--- config.mk ---
export PLATFORM = sky130hd
export DESIGN_NAME = qpc_channel
export DESIGN_NICKNAME = d
export VERILOG_FILES = /design/src/rtl/qpc_pkg.sv /design/src/rtl/qpc_prescaler.sv /design/src/rtl/qpc_filter.sv /design/src/rtl/qpc_decoder.sv /design/src/rtl/qpc_core.sv /design/src/rtl/qpc_channel.sv
export SDC_FILE = /design/constraint.sdc
export NUM_CORES = 1
export LEC_CHECK = 0
export BUFFER_PORTS_ARGS = -buffer_cell sky130_fd_sc_hd__buf_4
export CORE_ASPECT_RATIO = 1.75
export CORE_MARGIN = 2
export CORE_UTILIZATION = 45
export DETAILED_ROUTE_END_ITERATION = 8
export SKIP_CTS_REPAIR_TIMING = 1
export SYNTH_ARGS = -nofsm -noshare
export SYNTH_HDL_FRONTEND = slang
export SYNTH_SLANG_ARGS = --single-unit
--- constraint.sdc ---
create_clock -name clk -period 4.1 [get_ports clk]
set_input_delay 0.82 -clock clk [delete_from_list [all_inputs] [get_ports clk]]
set_output_delay 0.82 -clock clk [all_outputs]
set_load 0.02 [all_outputs]
--- src/rtl/qpc_pkg.sv ---
package qpc_pkg;

    // Boundary behaviour selected by mode bits [2:1]
    typedef enum logic [1:0] {
        BND_WRAP  = 2'b00,
        BND_RANGE = 2'b01,
        BND_HOLD  = 2'b10,
        BND_MOD   = 2'b11
    } bound_e;

    // Input decode selected by mode bits [4:3]
    typedef enum logic [1:0] {
        DEC_STEPDIR = 2'b00,
        DEC_X1      = 2'b01,
        DEC_X2      = 2'b10,
        DEC_X4      = 2'b11
    } decode_e;

    // Control-write key in bits [6:5]
    localparam logic [1:0] KEY_MODE = 2'b01;
    localparam logic [1:0] KEY_CMD  = 2'b00;

    localparam int PHASE_W = 2;  // {a, b}

endpackage

--- src/rtl/qpc_prescaler.sv ---
module qpc_prescaler #(
    parameter int PSC_W = 8
) (
    input  logic             clk,
    input  logic             rst_n,
    input  logic [PSC_W-1:0] reload,
    output logic             tick
);

    typedef struct packed {
        logic [PSC_W-1:0] cnt;
    } psc_t;

    psc_t st_d, st_q;

    always_comb begin
        st_d = st_q;
        tick = (st_q.cnt == '0);
        if (tick) st_d.cnt = reload;
        else      st_d.cnt = st_q.cnt - 1'b1;
    end

    always_ff @(posedge clk) begin
        if (!rst_n) st_q <= '0;
        else        st_q <= st_d;
    end

endmodule

--- src/rtl/qpc_filter.sv ---
module qpc_filter #(
    parameter int W = 2
) (
    input  logic         clk,
    input  logic         rst_n,
    input  logic         tick,
    input  logic [W-1:0] pin,
    output logic [W-1:0] level,
    output logic [W-1:0] level_prev
);

    typedef struct packed {
        logic [W-1:0] meta;
        logic [W-1:0] sync;
        logic [W-1:0] samp;
        logic [W-1:0] lvl;
        logic [W-1:0] prev;
    } flt_t;

    flt_t st_d, st_q;

    always_comb begin
        st_d      = st_q;
        st_d.meta = pin;
        st_d.sync = st_q.meta;
        st_d.prev = st_q.lvl;
        if (tick) begin
            st_d.samp = st_q.sync;
            for (int i = 0; i < W; i++) begin
                if (st_q.sync[i] == st_q.samp[i]) st_d.lvl[i] = st_q.sync[i];
            end
        end
    end

    always_ff @(posedge clk) begin
        if (!rst_n) st_q <= '0;
        else        st_q <= st_d;
    end

    assign level      = st_q.lvl;
    assign level_prev = st_q.prev;

endmodule

--- src/rtl/qpc_decoder.sv ---
module qpc_decoder
    import qpc_pkg::*;
(
    input  decode_e              dec,
    input  logic [PHASE_W-1:0]   level,
    input  logic [PHASE_W-1:0]   level_prev,
    output logic                 step,
    output logic                 up
);

    logic a, b, pa, pb, ea, eb;

    always_comb begin
        a  = level[1];
        b  = level[0];
        pa = level_prev[1];
        pb = level_prev[0];
        ea = a ^ pa;
        eb = b ^ pb;
        // quadrature direction: A leading B counts up
        up = a ^ pb;
        unique case (dec)
            DEC_STEPDIR: begin
                step = a & ~pa;
                up   = b;
            end
            DEC_X1:  step = ea & ~eb & a;
            DEC_X2:  step = ea & ~eb;
            default: step = ea ^ eb;
        endcase
    end

endmodule

--- src/rtl/qpc_core.sv ---
module qpc_core
    import qpc_pkg::*;
#(
    parameter int CNT_W = 24
) (
    input  logic             clk,
    input  logic             rst_n,
    input  logic             bcd,
    input  bound_e           bound,
    input  logic             step,
    input  logic             up,
    input  logic [CNT_W-1:0] preset,
    input  logic             load,
    input  logic             clear,
    output logic [CNT_W-1:0] count,
    output logic             flag,
    output logic             last_up
);

    localparam int               DIGITS  = CNT_W / 4;
    localparam logic [CNT_W-1:0] BCD_TOP = {DIGITS{4'h9}};
    localparam logic [CNT_W-1:0] BIN_TOP = {CNT_W{1'b1}};

    typedef struct packed {
        logic [CNT_W-1:0] cnt;
        logic             flag;
        logic             up;
    } core_t;

    core_t st_d, st_q;

    function automatic logic [CNT_W-1:0] bcd_next(input logic [CNT_W-1:0] v, input logic inc);
        logic [CNT_W-1:0] r;
        logic             carry;
        logic [3:0]       dg;
        r     = v;
        carry = 1'b1;
        for (int i = 0; i < DIGITS; i++) begin
            dg = v[4*i +: 4];
            if (carry) begin
                if (inc) begin
                    if (dg >= 4'd9) r[4*i +: 4] = 4'd0;
                    else begin r[4*i +: 4] = dg + 4'd1; carry = 1'b0; end
                end else begin
                    if (dg == 4'd0) r[4*i +: 4] = 4'd9;
                    else begin r[4*i +: 4] = dg - 4'd1; carry = 1'b0; end
                end
            end
        end
        return r;
    endfunction

    logic [CNT_W-1:0] nxt;
    logic             at_top, at_zero, at_preset;

    always_comb begin
        st_d      = st_q;
        nxt       = bcd ? bcd_next(st_q.cnt, up)
                        : (up ? st_q.cnt + 1'b1 : st_q.cnt - 1'b1);
        at_top    = bcd ? (st_q.cnt == BCD_TOP) : (st_q.cnt == BIN_TOP);
        at_zero   = (st_q.cnt == '0);
        at_preset = (st_q.cnt == preset);

        if (clear) begin
            st_d.cnt  = '0;
            st_d.flag = 1'b0;
        end else if (load) begin
            st_d.cnt  = preset;
            st_d.flag = 1'b0;
        end else if (step) begin
            st_d.up = up;
            unique case (bound)
                BND_WRAP: st_d.cnt = nxt;
                BND_RANGE: begin
                    if (!(up ? at_preset : at_zero)) st_d.cnt = nxt;
                end
                BND_HOLD: begin
                    if (!st_q.flag) begin
                        if (up ? at_top : at_zero) st_d.flag = 1'b1;
                        else                       st_d.cnt  = nxt;
                    end
                end
                default: begin
                    if (up) st_d.cnt = at_preset ? '0 : nxt;
                    else    st_d.cnt = at_zero ? preset : nxt;
                end
            endcase
        end
    end

    always_ff @(posedge clk) begin
        if (!rst_n) st_q <= '0;
        else        st_q <= st_d;
    end

    assign count   = st_q.cnt;
    assign flag    = st_q.flag;
    assign last_up = st_q.up;

endmodule

--- src/rtl/qpc_channel.sv ---
module qpc_channel
    import qpc_pkg::*;
#(
    parameter int CNT_W = 24,
    parameter int PSC_W = 8,
    parameter int CH_ID = 0
) (
    input  logic             clk,
    input  logic             rst_n,
    input  logic [7:0]       bus_data,
    input  logic             bus_wr,
    input  logic             bus_ctl,
    input  logic             bus_chsel,
    input  logic             quad_a,
    input  logic             quad_b,
    output logic [CNT_W-1:0] count_o,
    output logic [7:0]       mode_o,
    output logic             ovf_o,
    output logic             up_o,
    output logic             fck_o
);

    localparam logic CH_BIT = 1'(CH_ID);

    typedef struct packed {
        logic [7:0]       mode;
        logic [CNT_W-1:0] preset;
    } regs_t;

    regs_t st_d, st_q;

    logic                ctl_wr, hit, mode_wr, cmd_wr, data_wr;
    logic                do_load, do_clear;
    logic [CNT_W-1:0]    preset_shift;
    logic [CNT_W-1:0]    preset_w;
    logic                tick, step, dir_up;
    logic [PHASE_W-1:0]  lvl, lvl_prev;

    if (CNT_W > 8) begin : g_wide
        assign preset_shift = {bus_data, st_q.preset[CNT_W-1:8]};
    end else begin : g_narrow
        assign preset_shift = bus_data;
    end

    always_comb begin
        ctl_wr   = bus_wr & bus_ctl;
        hit      = bus_data[7] | (bus_chsel == CH_BIT);
        mode_wr  = ctl_wr & hit & (bus_data[6:5] == KEY_MODE);
        cmd_wr   = ctl_wr & hit & (bus_data[6:5] == KEY_CMD);
        data_wr  = bus_wr & ~bus_ctl & (bus_chsel == CH_BIT);
        do_clear = cmd_wr & bus_data[1];
        do_load  = cmd_wr & bus_data[0];

        st_d = st_q;
        if (mode_wr) st_d.mode   = bus_data;
        if (data_wr) st_d.preset = preset_shift;
    end

    always_ff @(posedge clk) begin
        if (!rst_n) st_q <= '0;
        else        st_q <= st_d;
    end

    assign preset_w = st_q.preset;

    qpc_prescaler #(.PSC_W(PSC_W)) u_psc (
        .clk    (clk),
        .rst_n  (rst_n),
        .reload (st_q.preset[PSC_W-1:0]),
        .tick   (tick)
    );

    qpc_filter #(.W(PHASE_W)) u_flt (
        .clk        (clk),
        .rst_n      (rst_n),
        .tick       (tick),
        .pin        ({quad_a, quad_b}),
        .level      (lvl),
        .level_prev (lvl_prev)
    );

    qpc_decoder u_dec (
        .dec        (decode_e'(st_q.mode[4:3])),
        .level      (lvl),
        .level_prev (lvl_prev),
        .step       (step),
        .up         (dir_up)
    );

    qpc_core #(.CNT_W(CNT_W)) u_core (
        .clk     (clk),
        .rst_n   (rst_n),
        .bcd     (st_q.mode[0]),
        .bound   (bound_e'(st_q.mode[2:1])),
        .step    (step),
        .up      (dir_up),
        .preset  (st_q.preset),
        .load    (do_load),
        .clear   (do_clear),
        .count   (count_o),
        .flag    (ovf_o),
        .last_up (up_o)
    );

    assign mode_o = st_q.mode;
    assign fck_o  = tick;

endmodule

==> run summary <==
Die Height = 164 um
IO Port Bufs = 49
Cts bufs inserted = 9
Synthesis-stage register bit count = 76
Mapped Nets = 926
First-pass GRT wire length = 39700 um
Worst skew pair latency = 0.35 ns
Unrepaired setup endpoints after global routing = no
CTS Root Cell = clkbuf_16
Status = finished clean
Fin crit period = 3.59 ns
Max-cap violations = 0
Syn avg cell area = 7.40 um2
Clock transition at the registers of the reported paths = 0.07 ns
Share of cells above drive strength 1 = 13.8%
NumNets Final = 937
Seq/Total Area, Yosys = 23.1%
P_leak = 2.97 nW
Setup crit end kind = flip-flop
Final setup violating endpoints = 0
Remaining routing DRC violations = 0
Global route total overflow = 0
Antenna violation net count after detailed routing = 0
Drt wl/cell = 23.7 um
CP Cell Sequence = inv_1 > ha_1 > or3b_1 > nor2_1 > nand3_1 > nor2_1 > a31o_1 > nand2_1 > nand3_1
Worst slack at placement = 0.664 ns
Cell with the most instances after synthesis = nand2_1
CTS sink cnt = 76
Worst R2R Path Depth = 9
Clock power share = 40.4%
Crit path largest cell delay = 0.61 ns
Reg-to-Reg Start = u_core.count[4]
Longest Clk Path Bufs = 2
Post-synth top area share = 23.1%
Multi-input combinational cell area = 0.00463 mm2
Seq pwr share = 38.4%
Io pins = 50
Startpoint Class = flip-flop
Crit path DAT = 3.89 ns
Post-synth top cells = nand2_1 (100), dfxtp_1 (76), nor2_1 (76)
Number of diodes = 0
WHS Path Cells = 2
Post-synth ARST share = 0%
Fillers = 1480
Total GRT Usage = 33.5%
Via count = 7252
Area Overhead vs Synth = 11.9%
Largest net degree at the start of global routing = 44
Flop-to-flop setup slack = 0.51 ns
Maximum clock frequency = 278 MHz
Worst VDD drop = 0.000324 V
Die X-Extent = 95.4 um
Actual slew at the worst max-slew pin = 1.15 ns
Worst Hold Class = flip-flop to flip-flop
Combinational Power Share = 21.2%
Initial antenna violation count = 0
Area contributors post-synth = dfxtp_1 (23%), nand2_1 (5.7%), nor2_1 (4.3%)
Setup CP Type = flip-flop to flip-flop
Slew Limit Fails = 0
Pwr Density = 290 mW/mm2
Rows = 58
Worst EP required = 4.39 ns
GP Congestion = 1.08
Ys flop type = dfxtp_1
Final Core Density = 51.3%
Min-delay src = mode_o[6]
Relative slew slack = 23.4%
CTS tree = built
HPWL Detailed = 19100 um
Number of global-route vias before repair = 7075
Cell taking the most area after synthesis = dfxtp_1
Setup TNS Final = 0 ns
Final Cycle Share = 87.7%
Final WS setup = 0.506 ns
Cells after synthesis = 890
Slowest-stage cell, CP = nor2_1
Drt pass-1 iters = 5
Final Hold Viols = 0
Initial Utilization = 45.8%
Switching power total = 0.683 mW
Min-Delay Endpoint = mode_o[6]
Worst-path maximum fanout = 16
Routed WL = 25700 um
FF+latch area = 0.00152 mm2
Die footprint = 0.0157 mm2
Tightest hold margin = 0.434 ns
Drt via density = 6.68
Yosys Warn Count = 0
Clk_skew = 0.0130 ns
Pint = 1.45 mW
Switching share of power = 32.0%
Mapped Area = 0.00659 mm2
Post-synth EDFFs = 0
H-tree lvl count = 3
Synth unique cells = 89
Number of DRC violations after detailed-routing iteration 0 = 742
Core box area = 0.0144 mm2
R2R Path End = u_core.count[12]
state kept, by name, summed over array words and instances, names as in the netlist:
name / flops
preset_w: 24
u_core.count: 24
mode_o: 8
u_psc.st_q: 8
u_flt.st_q: 4
u_flt.level: 2
u_flt.level_prev: 2
u_flt.st_d: 2
u_core.flag: 1
u_core.last_up: 1
worst max path at each step:
stage                                start          endpoint  slack, ns
after global placement    u_core.count[17]  u_core.count[12]       0.71
final                      u_core.count[4]  u_core.count[12]       0.51
after global routing       u_core.count[4]  u_core.count[12]       0.40
after detailed placement   u_core.count[4]  u_core.count[12]       0.66
after floorplan                  mode_o[3]  u_core.count[20]       0.87
after CTS                 u_core.count[17]  u_core.count[12]       0.65
worst max-delay path, delay by kind of cell, from the launching register on:
kind / cells / cell delay [ns]
flops: 1 / 0.51
simple gates: 6 / 2.04
compound gates: 1 / 0.50
fa+ha+maj: 1 / 0.26
buf+inv: 1 / 0.22
cells in the final DEF (no fill, tap or decap), types with 9 or more instances in the layout:
| cell | instances |
|---|---|
| nor3_1 | 22 |
| o211ai_1 | 10 |
| a21oi_1 | 52 |
| a22oi_1 | 11 |
| and2_1 | 15 |
| nand4_1 | 20 |
| or3_1 | 14 |
| o21ai_1 | 9 |
| inv_1 | 29 |
| nor4_1 | 24 |
| nand2_1 | 100 |
| ha_1 | 21 |
| clkbuf_16 | 9 |
| o21ai_0 | 48 |
| buf_4 | 75 |
| mux2i_1 | 26 |
| dfxtp_1 | 76 |
| xnor2_1 | 17 |
| nand3_1 | 25 |
| xor2_1 | 27 |
| nor2_1 | 76 |
| a211oi_1 | 16 |
| nor2b_1 | 11 |
area by class of cell:
type                            count  area share [%]
Clock buffer                        9            3.06
Clock inverter                      7            1.17
Inverter                           30            1.53
Multi-Input combinational cell    709            62.9
Sequential cell                    76            20.7
Tap cell                          180            3.06
Timing Repair Buffer               75            7.64
metal layers:
| metal | share of wire, % | vias up | global-route usage [%] |
|---|---|---|---|
| met5 | 0 | - | 0 |
| met4 | 8.8 | 0 | 26.5 |
| met3 | 6.9 | 136 | 5.64 |
| met2 | 48 | 420 | 55.6 |
| met1 | 36 | 3407 | 36.9 |
| li1 | - | 3289 | - |
through the flow:
step                power (mW)  instance area [um2]  instances
floorplan                 1.15                 6590        890
global placement          1.28                 7050       1070
detailed placement        1.28                 7050       1070
CTS                       2.14                 7370       1086
global route              2.22                 7370       1086
finish                    2.14                 7370       1086
cells by family (layout without fill, tap and decap cells):
kind of cell	after synthesis	in the layout	synth area share (%)
adders and majority gates	21	21	3.99
buffers and inverters	105	121	6.76
and+or+nand+nor	367	367	29.1
xor gates and xnor gates	46	46	6.52
muxes	32	32	4.98
DFF	76	76	23.1
AOI/OAI and AO/OA	243	243	25.5
power by group through the flow:
| stage | Sequential, mW | Combinational [mW] | Clock, mW |
|---|---|---|---|
| floorplan | 0.824 | 0.330 | 0 |
| global placement | 0.834 | 0.443 | 0 |
| detailed placement | 0.837 | 0.448 | 0 |
| CTS | 0.819 | 0.452 | 0.873 |
| global route | 0.823 | 0.496 | 0.902 |
| finish | 0.820 | 0.453 | 0.863 |
Power figures use the tool's default switching activity.
